[src/rtl/rss_pkg.sv]
package rss_pkg;

  typedef enum logic [1:0] {
    ROT0 = 2'd0,
    ROT1 = 2'd1,
    ROT2 = 2'd2
  } rot_e;

  typedef struct packed {
    logic legal;
    logic neg;
    rot_e rot;
  } sect_map_t;

  // Sector code to rotation/negation: odd sectors keep sign, even ones invert.
  function automatic sect_map_t decode_sector(input logic [2:0] code);
    sect_map_t r;
    r.legal = 1'b1;
    r.neg   = 1'b0;
    r.rot   = ROT0;
    case (code)
      3'd1: begin r.neg = 1'b0; r.rot = ROT0; end
      3'd2: begin r.neg = 1'b1; r.rot = ROT1; end
      3'd3: begin r.neg = 1'b0; r.rot = ROT2; end
      3'd4: begin r.neg = 1'b1; r.rot = ROT0; end
      3'd5: begin r.neg = 1'b0; r.rot = ROT1; end
      3'd6: begin r.neg = 1'b1; r.rot = ROT2; end
      default: r.legal = 1'b0;
    endcase
    return r;
  endfunction

endpackage

[src/rtl/rss_state_pick.sv]
module rss_state_pick #(
  parameter int CELLS = 3,
  parameter int CW    = $clog2(2*CELLS+1),
  parameter int LW    = $clog2(CELLS+1)+1,
  parameter int RW    = $clog2(2*CELLS+2)
) (
  input  logic [CW-1:0]        m_i,
  input  logic [CW-1:0]        n_i,
  output logic signed [LW-1:0] a_o,
  output logic signed [LW-1:0] b_o,
  output logic signed [LW-1:0] c_o,
  output logic [RW-1:0]        redund_o,
  output logic                 over_o
);
  localparam int AW = CW + 2;
  localparam logic signed [AW-1:0] ONE    = AW'(1);
  localparam logic signed [AW-1:0] SPAN   = AW'(2*CELLS);
  localparam logic signed [AW-1:0] NLEVEL = AW'(2*CELLS+1);

  logic signed [AW-1:0] ms, ns, sum, diff;
  logic signed [AW-1:0] a_w, b_w, c_w, cnt_w;

  always_comb begin
    ms    = $signed({2'b00, m_i});
    ns    = $signed({2'b00, n_i});
    sum   = ms + ns;
    diff  = ns - ms;
    cnt_w = NLEVEL - sum;
    over_o = (sum > SPAN);
    case ({m_i[0], n_i[0]})
      2'b10: begin            // large state, m odd, n even
        a_w = (sum + ONE) >>> 1;
        b_w = (diff + ONE) >>> 1;
        c_w = -((sum - ONE) >>> 1);
      end
      2'b01: begin            // small state, m even, n odd
        a_w = (sum - ONE) >>> 1;
        b_w = (diff - ONE) >>> 1;
        c_w = -((sum + ONE) >>> 1);
      end
      default: begin          // mean state, m+n even
        a_w = sum >>> 1;
        b_w = diff >>> 1;
        c_w = -(sum >>> 1);
      end
    endcase
    a_o      = a_w[LW-1:0];
    b_o      = b_w[LW-1:0];
    c_o      = c_w[LW-1:0];
    redund_o = cnt_w[RW-1:0];
  end

endmodule

[src/rtl/rss_sector_perm.sv]
module rss_sector_perm
  import rss_pkg::*;
#(
  parameter int LW = 3
) (
  input  logic signed [LW-1:0] a_i,
  input  logic signed [LW-1:0] b_i,
  input  logic signed [LW-1:0] c_i,
  input  sect_map_t            map_i,
  output logic [2:0][LW-1:0]   lvl_o
);
  logic [2:0][LW-1:0] base;
  assign base = {c_i, b_i, a_i};

  for (genvar j = 0; j < 3; j++) begin : g_phase
    logic signed [LW-1:0] pick;
    always_comb begin
      case (map_i.rot)
        ROT1:    pick = $signed(base[(j+1)%3]);
        ROT2:    pick = $signed(base[(j+2)%3]);
        default: pick = $signed(base[j]);
      endcase
      lvl_o[j] = map_i.neg ? -pick : pick;
    end
  end

endmodule

[src/rtl/rss_out_slice.sv]
module rss_out_slice #(
  parameter int CELLS = 3,
  parameter int LW    = 3,
  parameter int RW    = 3
) (
  input  logic               clk,
  input  logic               rst_n,
  input  logic               in_valid,
  output logic               in_ready,
  input  logic               bad_i,
  input  logic [2:0][LW-1:0] lvl_i,
  input  logic [RW-1:0]      redund_i,
  output logic               out_valid,
  input  logic               out_ready,
  output logic [2:0][LW-1:0] lvl_o,
  output logic [RW-1:0]      redund_o,
  output logic               err_o
);
  logic fire;

  assign in_ready = !out_valid || out_ready;
  assign fire     = in_valid && in_ready;

  always_ff @(posedge clk or negedge rst_n) begin
    if (!rst_n) begin
      out_valid <= 1'b0;
      err_o     <= 1'b0;
      lvl_o     <= '0;
      redund_o  <= '0;
    end else begin
      err_o <= fire && bad_i;
      if (fire && !bad_i) begin
        out_valid <= 1'b1;
        lvl_o     <= lvl_i;
        redund_o  <= redund_i;
      end else if (out_ready) begin
        out_valid <= 1'b0;
      end
    end
  end

  a_r8_stall_holds: assert property (@(posedge clk) disable iff (!rst_n)
    (out_valid && !out_ready) |=> (out_valid && $stable(lvl_o) && $stable(redund_o)));

  a_r8_stall_blocks: assert property (@(posedge clk) disable iff (!rst_n)
    (out_valid && !out_ready) |-> !in_ready);

  a_r7_err_no_beat: assert property (@(posedge clk) disable iff (!rst_n)
    err_o |-> !out_valid);

  a_r7_err_keeps_data: assert property (@(posedge clk) disable iff (!rst_n)
    err_o |-> ($stable(lvl_o) && $stable(redund_o)));

endmodule

[src/rtl/redund_state_sel.sv]
module redund_state_sel
  import rss_pkg::*;
#(
  parameter int  CELLS = 3,
  localparam int CW    = $clog2(2*CELLS+1),
  localparam int LW    = $clog2(CELLS+1)+1,
  localparam int RW    = $clog2(2*CELLS+2)
) (
  input  logic          clk,
  input  logic          rst_n,
  input  logic          in_valid,
  output logic          in_ready,
  input  logic [CW-1:0] coord_m,
  input  logic [CW-1:0] coord_n,
  input  logic [2:0]    sector,
  output logic          out_valid,
  input  logic          out_ready,
  output logic [LW-1:0] lvl_a,
  output logic [LW-1:0] lvl_b,
  output logic [LW-1:0] lvl_c,
  output logic [RW-1:0] redund_cnt,
  output logic          err_pulse
);
  logic signed [LW-1:0] base_a, base_b, base_c;
  logic [RW-1:0]        redund_w;
  logic                 over_w, bad_w;
  sect_map_t            map_w;
  logic [2:0][LW-1:0]   perm_w, lvl_q;

  rss_state_pick #(.CELLS(CELLS), .CW(CW), .LW(LW), .RW(RW)) pick_i (
    .m_i      (coord_m),
    .n_i      (coord_n),
    .a_o      (base_a),
    .b_o      (base_b),
    .c_o      (base_c),
    .redund_o (redund_w),
    .over_o   (over_w)
  );

  assign map_w = decode_sector(sector);
  assign bad_w = over_w || !map_w.legal;

  rss_sector_perm #(.LW(LW)) perm_i (
    .a_i   (base_a),
    .b_i   (base_b),
    .c_i   (base_c),
    .map_i (map_w),
    .lvl_o (perm_w)
  );

  rss_out_slice #(.CELLS(CELLS), .LW(LW), .RW(RW)) slice_i (
    .clk       (clk),
    .rst_n     (rst_n),
    .in_valid  (in_valid),
    .in_ready  (in_ready),
    .bad_i     (bad_w),
    .lvl_i     (perm_w),
    .redund_i  (redund_w),
    .out_valid (out_valid),
    .out_ready (out_ready),
    .lvl_o     (lvl_q),
    .redund_o  (redund_cnt),
    .err_o     (err_pulse)
  );

  assign lvl_a = lvl_q[0];
  assign lvl_b = lvl_q[1];
  assign lvl_c = lvl_q[2];

  // picked triple obeys the phase-difference chain for legal inputs
  a_r4_chain: assert property (@(posedge clk) disable iff (!rst_n)
    (in_valid && !bad_w) |->
      ((int'(base_a) - int'(base_b) == int'(coord_m)) &&
       (int'(base_b) - int'(base_c) == int'(coord_n))));

  // emitted levels stay inside the phase range
  a_r4_range: assert property (@(posedge clk) disable iff (!rst_n)
    out_valid |->
      ($signed(lvl_a) >= -CELLS && $signed(lvl_a) <= CELLS &&
       $signed(lvl_b) >= -CELLS && $signed(lvl_b) <= CELLS &&
       $signed(lvl_c) >= -CELLS && $signed(lvl_c) <= CELLS));

  // count plus coordinate sum spans the level count
  a_r5_count: assert property (@(posedge clk) disable iff (!rst_n)
    (in_valid && !bad_w) |->
      (int'(redund_w) + int'(coord_m) + int'(coord_n) == 2*CELLS+1));

  // a rejected accepted beat yields an error pulse next cycle
  a_r7_flag: assert property (@(posedge clk) disable iff (!rst_n)
    (in_valid && in_ready && bad_w) |=> err_pulse);

endmodule

[config.mk]
export PLATFORM = sky130hd
export DESIGN_NAME = redund_state_sel
export DESIGN_NICKNAME = d
export VERILOG_FILES = /design/src/rtl/rss_pkg.sv /design/src/rtl/rss_state_pick.sv /design/src/rtl/rss_sector_perm.sv /design/src/rtl/rss_out_slice.sv /design/src/rtl/redund_state_sel.sv
export SDC_FILE = /design/constraint.sdc
export NUM_CORES = 1
export LEC_CHECK = 0
export BUFFER_PORTS_ARGS = -buffer_cell sky130_fd_sc_hd__buf_2
export CORE_ASPECT_RATIO = 1.5
export CORE_MARGIN = 2
export CORE_UTILIZATION = 30
export CTS_BUF_LIST = sky130_fd_sc_hd__clkbuf_16
export CTS_CLUSTER_SIZE = 28
export DETAILED_ROUTE_END_ITERATION = 8
export HOLD_SLACK_MARGIN = 0.03
export PLACE_DENSITY = 0.52
export SLEW_MARGIN = 15
export SYNTH_ARGS = -nofsm -noshare
export SYNTH_HDL_FRONTEND = slang
export SYNTH_SLANG_ARGS = --single-unit
[constraint.sdc]
create_clock -name clk -period 2.1 [get_ports clk]
set_clock_uncertainty 0.2 [all_clocks]
set_input_delay 0.525 -clock clk [delete_from_list [all_inputs] [get_ports clk]]
set_output_delay 0.525 -clock clk [all_outputs]
set_load 0.02 [all_outputs]
==> metrics, run 1 <==
pre-CTS WS=-1.70 ns; distinct cell type count after synthesis=43; Die Height=92.5 um; nets=320; wl on met1=1740 um; post-route setup TNS=-11.92 ns; final setup fails=14; IO buf count=27; DR vias=1724; hold_ws=0.268 ns; most frequent CP cell=ha_4; crit start category=input pin; largest family of logic cells by synthesized area=compound AO/OA/AOI/OAI gates; Synth area leaders=dfrtp_1 (22%), ha_1 (15%), a221o_1 (5.8%); crit path kind=in2reg; WL met2=2700 um; pin count of the biggest net entering global routing=22; Mean Syn Cell Area=8.29 um^2; First-pass DRT Iterations=6; CTS tree=yes; Starting Density=30.8%; RePlAce Congestion=0.862; Clock Latency Late Sink=0.24 ns; final instance area=2710 um^2; vias in the first global route=1682; I/O pin total=28; DRC=0; flops & latches, synth=14; grt ovf=0; Post-Synth XOR/XNOR Area=7.51%; non-filler cells, final=353; Synth Cell Area=1570 um^2; layout cell share with drive strength beyond 1=52.6%; final core utilization=53.2%; Worst Hold End=slice_i.lvl_o[6]; row count=32; Final ANT Viol Nets=0; worst hold path class=reg2reg; Max Slew Vio Count=0; Clk pin slew, worst setup/hold paths=0.05 ns; syn nets=223; via/cell ratio=4.88; total routed wirelength=4710 um; max-capacitance violation count=0; top cell family by delay on the critical path=adder cells; CTS Sinks=14; CTS Buf Count=3; crit-path max FO=3; worst setup margin=-1.32 ns; 1st-iter DRT viols=52; Placed Instance Area=2260 um^2; post-synthesis compound-gate area fraction=27.0%; Synth Area in Simple Gates=15.7%; Hold Vio Cnt, Final=0; CTS root buffer=clkbuf_16; Slowest cell on crit path=fa_2; max layer used=met4; n_diodes=0; Cells on Worst Hold Path=2; slowest stage delay, CP=0.55 ns; Tmin final=3.42 ns; CP endpoint kind=register; RR Endpoint=slice_i.lvl_o[5]; Final Total Pwr=2.20 mW; Yosys warnings=0; leakage=1.29 nW; reg2reg start=slice_i.out_valid; first-pass GRT wire length=7540 um; commonest non-fill, non-tap cell in the layout=buf_4; peak supply drop=0.320 mV; DR WL/cell=13.3 um; Synth top area share=22.4%; metal3 WL=95 um; final period utilization=163%; die area=5830 um^2; GRT Overall Usage=16.4%; cell-by-cell trace of the critical path=buf_8, ha_4, fa_2, inv_2, ha_4, xnor2_2, ha_1, a22oi_2, o21ai_2, a221o_1, o21ai_2, ha_4, nor2_4, nor2_1, o21ai_1, mux2_4, nand2_1; post-synth top area cell=dfrtp_1; hpwl dp=3530 um; Crit path arrival time=3.40 ns; Critical Path Start=coord_n[0]; sequential element share of the synthesized area=22.4%; mux cell area share after synthesis=4.07%; RSZ-0062 raised after global routing=true; failing checks=setup timing; Worst Max-Slew Pin Slew=0.514 ns; worst path bufs/invs=2; Hold Startpoint=slice_i.lvl_o[6]; worst r2r path cells=7; CTS max path bufs=2; Die Wd=63 um; most frequent cells in the layout=buf_4 (70), buf_2 (25), nand2_1 (20); Placed Instances=333; status=complete, but fails checks; area grow syn2layout=72.7%; CORE AREA=5080 um^2; FF-to-FF setup slack=0.13 ns; slew margin rel.=65.4%; number of antenna violations at the first check in global routing=0; H-tree depth=1; Adder-Cell Fraction of Synth Area=17.7%; fmax=292 MHz; PD cells=814 nW/um^2; Critical Path RT=2.08 ns; cells after synthesis=189
tightest hold or removal path: cells and delay by family, from the launching register on:
kind,cells,cell delay [ns]
DFF,1,0.33
and+or+nand+nor,1,0.04
AOI/OAI and AO/OA,1,0.06
registers in the layout (all words and copies together), names as in the netlist:
signal	cells
slice_i.lvl_o	9
slice_i.redund_o	3
slice_i.out_valid	1
slice_i.err_o	1
Yosys cell counts:
master	n
o31ai_1	4
mux2_1	1
o21ai_1	2
a22oi_1	1
mux2i_1	3
o221ai_1	1
o21ai_0	18
buf_2	1
nand2_1	22
clkbuf_1	7
nor2_1	18
o21a_1	1
a211o_1	1
xnor2_2	1
xor2_1	4
ha_1	19
xnor2_1	5
a221oi_1	1
nor2b_1	3
a21oi_1	8
o21bai_1	1
or2_2	1
fa_1	2
o31a_1	1
nand3_1	3
a31oi_1	1
xnor3_1	1
a221o_1	9
o211ai_1	1
mux2_2	2
nand2b_4	1
or3_1	1
a211oi_1	3
nand2b_1	5
a221oi_4	1
buf_1	1
o22ai_1	2
a2111o_1	2
inv_1	13
inv_2	1
nor3_1	1
dfrtp_1	14
a21o_1	1
layout make-up:
type	instances	area [um^2]
clock buffers	3	75.1
clock inverters	1	3.75
fillers	487	2380
inverters	14	60.1
multi-input cells	152	1400
flip-flops and latches	14	350
well taps	68	85.1
repair buffers	101	729
repair_timing:
action | CTS | global route
setup endpoints to repair | 14 | 14
endpoints found under the hold margin | 14 | 0
gates resized for setup | 20 | 31
hold buffers | 1 | 0
pin swaps | 16 | 23
setup buffers | 13 | 5
how the worst max path moves through the flow:
stage,slack [ns],cells after the start,endpoint
floorplan,-1.47,16,slice_i.lvl_o[5]
global placement,-1.62,17,slice_i.lvl_o[5]
detailed placement,-1.70,17,slice_i.lvl_o[2]
CTS,-1.34,17,slice_i.lvl_o[2]
global route,-1.45,17,slice_i.lvl_o[2]
finish,-1.32,17,slice_i.lvl_o[5]
logic make-up after synthesis:
group / after synthesis
mux: 6
xor+xnor: 11
flops: 14
fa+ha+maj: 21
simple gates: 55
buf+inv: 23
compound gates: 59
routing by layer:
layer | track usage [%] | vias up
met1 | 16.2 | 810
met5 | 0 | -
met2 | 33.0 | 34
met4 | 8.70 | 0
met3 | 1.22 | 12
li1 | - | 868
report_power, final:
part	switching [mW]	internal, mW	total, mW
sequential	0.0552	0.379	0.434
combinational	0.718	0.686	1.40
clock	0.113	0.252	0.365
Note: power is estimated with default switching activity, not from simulation.
==> run 2: changes to the inputs <==
Settings changed: CELL_PAD_IN_SITES_DETAIL_PLACEMENT set to 0, CELL_PAD_IN_SITES_GLOBAL_PLACEMENT set to 1, MAX_ROUTING_LAYER set to met4, PLACE_DENSITY 0.52 to 0.65.
==> run 2 against run 1 <==
Effect of this change: the flow still finishes with violations (setup timing); combinational power is 3% lower; core utilization down 0.86 points; hold slack better by 0.0023 ns; clock-buffer cell count unchanged; sequential share of layout area increased by 0.21 points; total power decreased by 3.2%; register-to-register slack got worse by 0.08 ns; wire length down 2.2%; global-route usage increased by 0.77 points; sequential power is essentially flat; critical path depth is 1 higher.
==> metrics, run 2 (synthesis gave the netlist of run 1 again) <==
hpwl dp=3580 um; fmax=285 MHz; crit path kind=in2reg; Critical Path RT=2.08 ns; fill count=494; vias in the first global route=1731; CTS Buf Count=3; Critical Path Start=coord_n[0]; crit start category=input pin; RR Endpoint=slice_i.lvl_o[5]; CP endpoint kind=register; register area=350 um^2; layout cell share with drive strength beyond 1=52.1%; n_diodes=0; worst setup margin=-1.41 ns; area of the multi-input gates=1390 um^2; biggest regs=slice_i.lvl_o (9), slice_i.redund_o (3); Max Slew Vio Count=0; nets=316; grt ovf=0; FF-to-FF setup slack=0.05 ns; RSZ-0062 raised after global routing=true; Setup crit end=slice_i.lvl_o[5]; Crit path arrival time=3.49 ns; CORE AREA=5080 um^2; max-capacitance violation count=0; Clk pin slew, worst setup/hold paths=0.04 ns; commonest non-fill, non-tap cell in the layout=buf_4; DRC=0; slowest stage delay, CP=0.56 ns; I/O pin total=28; Die Wd=63 um; peak supply drop=0.256 mV; cell-by-cell trace of the critical path=buf_8, ha_4, fa_2, inv_2, ha_4, xnor2_1, ha_1, a22oi_2, o21ai_2, buf_4, a221o_1, o21ai_2, ha_4, nor2_4, nor2_2, o21ai_2, mux2_4, nand2_2; most frequent cells in the layout=buf_4 (62), buf_2 (25), nand2_1 (18); DR WL/cell=13.2 um; Tmin final=3.51 ns; max FFs per register=9; crit-path max FO=2; 1st-iter DRT viols=52; final core utilization=52.3%; final period utilization=167%; Worst Max-Slew Pin Slew=0.586 ns; total routed wirelength=4610 um; Final Total Pwr=2.13 mW; post-route setup TNS=-13.10 ns; GRT Overall Usage=17.2%; number of antenna violations at the first check in global routing=0; status=complete, but fails checks; H-tree depth=1; CTS max path bufs=2; Starting Density=30.8%; Clock Latency Late Sink=0.24 ns; final setup fails=13; die area=5830 um^2; RePlAce Congestion=0.831; area grow syn2layout=69.9%; PD cells=802 nW/um^2; CTS tree=yes; worst hold path class=reg2reg; IO buf count=27; first-pass GRT wire length=7710 um; CTS Sinks=14; failing checks=setup timing; Final ANT Viol Nets=0; most flop-heavy register=slice_i.lvl_o; CTS root buffer=clkbuf_16; reg2reg start=slice_i.out_valid; slew margin rel.=60.5%; Slowest cell on crit path=fa_2; First-pass DRT Iterations=4; worst r2r path cells=7; via/cell ratio=4.86; leakage=1.25 nW; row count=32; Die Height=92.5 um; Hold Vio Cnt, Final=0; pin count of the biggest net entering global routing=16; DR vias=1691
==> run 2: worst min path at each step <==
stage / startpoint / to / slack, ns / cells after the start
finish: slice_i.lvl_o[0] / slice_i.lvl_o[0] / 0.27 / 2
global route: slice_i.lvl_o[0] / slice_i.lvl_o[0] / 0.29 / 2
CTS: slice_i.lvl_o[0] / slice_i.lvl_o[0] / 0.28 / 2
detailed placement: rst_n / slice_i.out_valid / 0.24 / 1
global placement: rst_n / slice_i.redund_o[2] / 0.24 / 1
floorplan: rst_n / slice_i.err_o / 0.03 / 0
==> run 2: area by class of cell <==
cell class | instances | share of cell area, %
Tap cell | 68 | 3.20
Inverter | 14 | 2.16
Multi-Input combinational cell | 152 | 52.1
Timing Repair Buffer | 97 | 26.5
Sequential cell | 14 | 13.2
Clock buffer | 3 | 2.82
==> run 2: where the power goes <==
part / internal [mW] / switching [mW]
registers: 0.379 / 0.0523
clock network: 0.248 / 0.0965
logic: 0.657 / 0.700
==> run 2: repair_timing <==
item	CTS	global route
endpoints found under the setup margin	14	14
endpoints found under the hold margin	14	0
buffers inserted	18	2
resized for setup	48	13
pin swaps	20	12
hold buffers	1	0
==> run 2: stage by stage <==
step | hold slack [ns] | cell area (um^2) | instances | setup slack (ns)
after floorplan | 0.0294 | 1630 | 189 | -1.47
after global placement | 0.237 | 2190 | 325 | -1.66
after detailed placement | 0.237 | 2190 | 325 | -1.70
after CTS | 0.278 | 2600 | 347 | -1.32
after global routing | 0.295 | 2660 | 348 | -1.54
final | 0.270 | 2660 | 348 | -1.41
==> run 2: per-layer routing <==
metal / part of all wire [%] / up-vias / track usage, %
met2: 59 / 34 / 34.4
met1: 34 / 786 / 15.4
li1: - / 857 / -
met4: 4.5 / 0 / 9.26
met3: 2.7 / 14 / 1.70
met5: 0 / - / -
==> run 2: worst max-delay path: cells and delay by family <==
kind | cells | cell delay, ns
AOI/OAI and AO/OA | 5 | 0.72
xor gates and xnor gates | 1 | 0.12
adders and majority gates | 5 | 1.34
buffers and inverters | 3 | 0.28
muxes | 1 | 0.29
and+or+nand+nor | 3 | 0.21
